===== src/rtl/xroad_pkg.sv =====
// Shared types for the intersection light controller.
// Assumes: lamp codes are fixed by the outward interface; phase codes are internal.
package xroad_pkg;

    // Lamp codes seen on the output pins
    typedef enum logic [1:0] {
        LAMP_GO   = 2'b00,
        LAMP_WARN = 2'b01,
        LAMP_STOP = 2'b10
    } lamp_t;

    // Controller phases (dense binary code, Gray order around the loop)
    typedef enum logic [1:0] {
        PH_HWY_GO    = 2'b00,
        PH_HWY_WARN  = 2'b01,
        PH_SIDE_GO   = 2'b11,
        PH_SIDE_WARN = 2'b10
    } phase_t;

    // Bit positions inside the one-hot phase register
    localparam int OH_HWY_GO    = 0;
    localparam int OH_HWY_WARN  = 1;
    localparam int OH_SIDE_GO   = 2;
    localparam int OH_SIDE_WARN = 3;
    localparam int OH_W         = 4;

endpackage


===== src/rtl/xroad_interval_timer.sv =====
// Restartable interval timer.
// Counts clock cycles since the last restart strobe and saturates at the long
// interval. Flags are raised at expiry and held until the next restart.
// Assumes: 1 <= SHORT_CYC < LONG_CYC. Reset acts as a restart.
module xroad_interval_timer #(
    parameter int SHORT_CYC = 2,
    parameter int LONG_CYC  = 5
) (
    input  logic clk,
    input  logic rst_n,
    input  logic restart,
    output logic short_done,
    output logic long_done
);
    localparam int CNT_W = $clog2(LONG_CYC + 1);
    localparam logic [CNT_W-1:0] SHORT_V = CNT_W'(SHORT_CYC);
    localparam logic [CNT_W-1:0] LONG_V  = CNT_W'(LONG_CYC);

    logic [CNT_W-1:0] elapsed_q;

    // Cycle counter: cleared by restart or reset, saturating at the long limit
    always_ff @(posedge clk) begin
        if (!rst_n || restart) begin
            elapsed_q <= '0;
        end else if (elapsed_q != LONG_V) begin
            elapsed_q <= elapsed_q + 1'b1;
        end
    end

    // Expiry flags: held because the counter saturates above both limits
    always_comb begin
        short_done = (elapsed_q >= SHORT_V);
        long_done  = (elapsed_q == LONG_V);
    end

endmodule


===== src/rtl/xroad_phase_fsm.sv =====
// Four-phase intersection sequencer.
// Produces the current phase and a one-cycle timer restart strobe on each
// phase change. ONE_HOT picks the state register: 0 = 2-bit binary,
// 1 = 4-bit one-hot with per-bit next-state equations.
// Assumes: timer flags come from xroad_interval_timer restarted by `restart`.
module xroad_phase_fsm
    import xroad_pkg::*;
#(
    parameter bit ONE_HOT = 1'b0
) (
    input  logic   clk,
    input  logic   rst_n,
    input  logic   car,
    input  logic   short_done,
    input  logic   long_done,
    output phase_t phase,
    output logic   restart
);
    // Transition conditions shared by both encodings
    logic leave_hwy_go;
    logic leave_side_go;

    // Exit conditions for the two green phases
    always_comb begin
        leave_hwy_go  = car && long_done;
        leave_side_go = !car || long_done;
    end

    generate
        if (ONE_HOT) begin : g_onehot
            logic [OH_W-1:0] hot_q;
            logic [OH_W-1:0] hot_d;

            // Per-bit next-state equations of the one-hot register
            always_comb begin
                hot_d[OH_HWY_GO]    = (hot_q[OH_HWY_GO] && !leave_hwy_go)
                                    || (hot_q[OH_SIDE_WARN] && short_done);
                hot_d[OH_HWY_WARN]  = (hot_q[OH_HWY_GO] && leave_hwy_go)
                                    || (hot_q[OH_HWY_WARN] && !short_done);
                hot_d[OH_SIDE_GO]   = (hot_q[OH_HWY_WARN] && short_done)
                                    || (hot_q[OH_SIDE_GO] && !leave_side_go);
                hot_d[OH_SIDE_WARN] = (hot_q[OH_SIDE_GO] && leave_side_go)
                                    || (hot_q[OH_SIDE_WARN] && !short_done);
            end

            // Restart strobe whenever any hot bit hands over
            always_comb begin
                restart = (hot_q[OH_HWY_GO]    && leave_hwy_go)
                       || (hot_q[OH_HWY_WARN]  && short_done)
                       || (hot_q[OH_SIDE_GO]   && leave_side_go)
                       || (hot_q[OH_SIDE_WARN] && short_done);
            end

            // One-hot state register, reset to highway green
            always_ff @(posedge clk) begin
                if (!rst_n) begin
                    hot_q <= OH_W'(1) << OH_HWY_GO;
                end else begin
                    hot_q <= hot_d;
                end
            end

            // Fold the hot bit back into the shared phase type
            always_comb begin
                unique case (1'b1)
                    hot_q[OH_HWY_WARN]:  phase = PH_HWY_WARN;
                    hot_q[OH_SIDE_GO]:   phase = PH_SIDE_GO;
                    hot_q[OH_SIDE_WARN]: phase = PH_SIDE_WARN;
                    default:             phase = PH_HWY_GO;
                endcase
            end
        end else begin : g_binary
            phase_t cur_q;
            phase_t cur_d;

            // Case-based next-phase and restart decode
            always_comb begin
                cur_d   = cur_q;
                restart = 1'b0;
                unique case (cur_q)
                    PH_HWY_GO: if (leave_hwy_go) begin
                        cur_d   = PH_HWY_WARN;
                        restart = 1'b1;
                    end
                    PH_HWY_WARN: if (short_done) begin
                        cur_d   = PH_SIDE_GO;
                        restart = 1'b1;
                    end
                    PH_SIDE_GO: if (leave_side_go) begin
                        cur_d   = PH_SIDE_WARN;
                        restart = 1'b1;
                    end
                    default: if (short_done) begin
                        cur_d   = PH_HWY_GO;
                        restart = 1'b1;
                    end
                endcase
            end

            // Binary state register, reset to highway green
            always_ff @(posedge clk) begin
                if (!rst_n) begin
                    cur_q <= PH_HWY_GO;
                end else begin
                    cur_q <= cur_d;
                end
            end

            // Phase is the register itself in this encoding
            always_comb begin
                phase = cur_q;
            end
        end
    endgenerate

endmodule


===== src/rtl/xroad_lamp_decode.sv =====
// Moore output decode: maps the current phase onto the two lamp codes.
// Assumes: the road that is neither green nor amber always shows red.
module xroad_lamp_decode
    import xroad_pkg::*;
(
    input  phase_t phase,
    output lamp_t  hwy_lamp,
    output lamp_t  side_lamp
);
    // Lamp selection per phase
    always_comb begin
        hwy_lamp  = LAMP_STOP;
        side_lamp = LAMP_STOP;
        unique case (phase)
            PH_HWY_GO:    hwy_lamp  = LAMP_GO;
            PH_HWY_WARN:  hwy_lamp  = LAMP_WARN;
            PH_SIDE_GO:   side_lamp = LAMP_GO;
            default:      side_lamp = LAMP_WARN;
        endcase
    end

endmodule


===== src/rtl/xroad_light_ctrl.sv =====
// Intersection light controller top level.
// Joins the interval timer, the phase sequencer and the lamp decode.
// Assumes: car_present is already synchronised and debounced;
// 1 <= SHORT_CYC < LONG_CYC.
module xroad_light_ctrl
    import xroad_pkg::*;
#(
    parameter int SHORT_CYC = 2,
    parameter int LONG_CYC  = 5,
    parameter bit ONE_HOT   = 1'b0
) (
    input  logic       clk,
    input  logic       rst_n,
    input  logic       car_present,
    output logic [1:0] hwy_light,
    output logic [1:0] side_light
);
    logic   tmr_start;
    logic   short_flag;
    logic   long_flag;
    phase_t cur_phase;
    lamp_t  hwy_lamp;
    lamp_t  side_lamp;

    xroad_interval_timer #(
        .SHORT_CYC (SHORT_CYC),
        .LONG_CYC  (LONG_CYC)
    ) u_timer (
        .clk        (clk),
        .rst_n      (rst_n),
        .restart    (tmr_start),
        .short_done (short_flag),
        .long_done  (long_flag)
    );

    xroad_phase_fsm #(
        .ONE_HOT (ONE_HOT)
    ) u_fsm (
        .clk        (clk),
        .rst_n      (rst_n),
        .car        (car_present),
        .short_done (short_flag),
        .long_done  (long_flag),
        .phase      (cur_phase),
        .restart    (tmr_start)
    );

    xroad_lamp_decode u_lamps (
        .phase     (cur_phase),
        .hwy_lamp  (hwy_lamp),
        .side_lamp (side_lamp)
    );

    // Drive the plain output ports from the typed lamp codes
    always_comb begin
        hwy_light  = hwy_lamp;
        side_light = side_lamp;
    end

endmodule


===== config.mk =====
export PLATFORM = sky130hd
export DESIGN_NAME = xroad_light_ctrl
export DESIGN_NICKNAME = d
export VERILOG_FILES = /design/src/rtl/xroad_pkg.sv /design/src/rtl/xroad_interval_timer.sv /design/src/rtl/xroad_phase_fsm.sv /design/src/rtl/xroad_lamp_decode.sv /design/src/rtl/xroad_light_ctrl.sv
export SDC_FILE = /design/constraint.sdc
export NUM_CORES = 1
export LEC_CHECK = 0
export BUFFER_PORTS_ARGS = -buffer_cell sky130_fd_sc_hd__buf_2
export CORE_AREA = 2 2 39 41
export DETAILED_ROUTE_END_ITERATION = 8
export DIE_AREA = 0 0 41 43
export PLACE_DENSITY_LB_ADDON = 0.1
export SETUP_SLACK_MARGIN = 0.4
export SKIP_CTS_REPAIR_TIMING = 1
export SLEW_MARGIN = 20
export SYNTH_ARGS = -nofsm -noshare
export SYNTH_HDL_FRONTEND = slang
export SYNTH_SLANG_ARGS = --single-unit

===== constraint.sdc =====
create_clock -name clk -period 2.1 [get_ports clk]
set_clock_uncertainty 0.1 [all_clocks]
set_input_delay 0.21 -clock clk [delete_from_list [all_inputs] [get_ports clk]]
set_output_delay 0.21 -clock clk [all_outputs]
set_load 0.01 [all_outputs]

==> run summary <==
outcome: finished, final reports clean
Mapped Cells: 44
Yosys reg bits: 5
antenna violations before repair: 0
Power Total: 567 µW
# clock sinks: 5
DIE HEIGHT: 43 µm
first-pass GRT wire length: 1300 µm
Clock Tree Root: clkbuf_4
Sw Share: 0.405
CP Class: flop to flop
vias: 329
final hold vios: 0
pwr/cell area: 1140 nW/µm²
clock slew at reported path FFs: 0.04 ns
P_leak: 0.223 nW
Post-synth EDFFs: 0
Gate power share: 0.506
Ports: 7
GRT Util Overall: 0.114
Tcrit/Tclk final: 0.760
cell with the most instances after synthesis: ha_1
initial core utilization: 0.290
synthesized cell area: 402 µm²
Inserted Diodes: 0
via density per instance: 4.70
sequential area share after synthesis: 0.249
global route overflow: 0
TritonRoute pass-1 iters: 2
slowest cell delay on critical path: 0.36 ns
syn avg cell area: 9.13 µm²
CP Max Fanout: 4
Core Box Area: 1380 µm²
largest net degree at the start of global routing: 8
Arr. time, crit path: 1.64 ns
P_sw: 230 µW
NumNets Final: 66
Placer Congestion: 0.677
maximum vdd drop: 0.000546 V
WL per Instance: 11.0 µm
layout cells sized above 1: 0.389
worst-margin pin slew: 0.412 ns
IO buf count: 6
CTS tree: yes
Yosys top cell by area: dfxtp_1
Routed Antenna Nets: 0
synthesized netlist net count: 55
Worst Hold Class: input port to flop
crit path cell chain: inv_2, ha_4, or2_1, a22o_1, a221oi_2
ys flop type: dfxtp_1
Max-Cap Viols: 0
dpl hpwl: 668 µm
type of origin of the critical path: flop
Remaining DRCs: 0
Num CTS Buffers: 3
Synth async-reset ratio: 0
Horiz. Die Dim: 41 µm
post-synth cell types: 21
Commonest cells post-synth: ha_1, nor2_1, dfxtp_1, inv_1, nand2_1
P_int: 337 µW
row cnt: 14
DRT Wirelength: 770 µm
synth warn: 0
min cycle time layout: 1.60 ns
power share of the sequential group: 0.300
H-tree Lvls: 1
vias in the first global route: 326
maximum clock insertion buffer count: 2
area grow syn2layout: 24.0%
setup tns final: 0 ns
worst-path cell with the longest stage delay: dfxtp_4
RSZ-0062 raised after global routing: false
top post-synthesis cells by area: dfxtp_1, ha_1, nor2_1, inv_1, o311ai_2
DR iter-0 viols: 1
Slew headroom: 0.725
# setup viols final: 0
die area: 1760 µm²
fmax: 627 MHz
Clock Latency Late Sink: 0.24 ns
Synth top area share: 0.249
endpoint type of the worst setup path: flop
Clock power frac: 0.193
Final Max Tran Viols: 0
Critical Path RT: 2.14 ns
==> critical path: cells and delay by family, from the launching register on <==
| family | cells | cell delay [ns] |
|---|---|---|
| simple gates | 1 | 0.22 |
| compound gates | 2 | 0.50 |
| buf+inv | 1 | 0.06 |
| flops | 1 | 0.36 |
| fa+ha+maj | 1 | 0.25 |
==> power groups by stage <==
stage,sequential [mW],combinational (mW),clock [mW]
6_report,0.170,0.287,0.110
5_1_grt,0.176,0.320,0.123
4_1_cts,0.168,0.274,0.116
3_5_place_dp,0.169,0.272,0
3_3_place_gp,0.166,0.263,0
2_1_floorplan,0.158,0.212,0
==> registers in the layout, indices dropped and copies added, names as in the netlist <==
register           flops
u_fsm.phase            2
u_timer.elapsed_q      3
==> worst paths after layout <==
path | start | end | slack, ns | cells after the start
max | u_fsm.phase[0] | u_fsm.phase[1] | 0.50 | 5
min | rst_n | u_fsm.phase[1] | 0.16 | 3
max reg2reg | u_fsm.phase[0] | u_fsm.phase[1] | 0.50 | 5
min reg2reg | u_fsm.phase[0] | u_fsm.phase[0] | 0.42 | 2
==> metal layers <==
metal  GRT usage  vias to the layer above  part of all wire
li1            -                      172                 -
met3      0.0471                        2             0.057
met2       0.194                        6              0.54
met5           0                        -                 0
met1       0.109                      149              0.39
met4      0.0600                        0             0.010
==> logic make-up (layout without fill, tap and decap cells) <==
family,Yosys count,after routing,synth area share
xor gates and xnor gates,1,1,0.0218
muxes,1,1,0.0249
AOI/OAI and AO/OA,9,9,0.234
buffers and inverters,5,15,0.0467
and+or+nand+nor,15,15,0.174
adders and majority gates,8,8,0.249
DFF,5,5,0.249
==> final cells by class <==
| class | instances | area [µm²] |
|---|---|---|
| fillers | 149 | 886 |
| multi-input cells | 34 | 298 |
| flip-flops and latches | 5 | 105 |
| repair buffers | 6 | 30.0 |
| clock buffers | 4 | 26.3 |
| well taps | 16 | 20.0 |
| inverters | 5 | 18.8 |
==> cell usage in the layout (no fill, tap or decap), types with 2 or more instances in the layout <==
cell / netlist / layout
nor2_1: 6 / 6
ha_1: 8 / 6
buf_2: 0 / 6
nand2_1: 4 / 4
inv_1: 5 / 3
clkbuf_4: 0 / 3
dfxtp_1: 5 / 3
inv_2: 0 / 2
==> through the flow <==
stage	setup slack, ns	cells	util	hold slack (ns)	cell area (µm²)
2_1_floorplan	0.483	44	-	0.249	402
3_3_place_gp	0.367	66	0.326	0.403	452
3_5_place_dp	0.279	66	0.326	0.420	452
4_1_cts	0.272	70	0.345	0.162	478
5_1_grt	0.427	70	0.360	0.157	498
6_report	0.504	70	0.360	0.156	498
(Power assumes the default switching activity.)
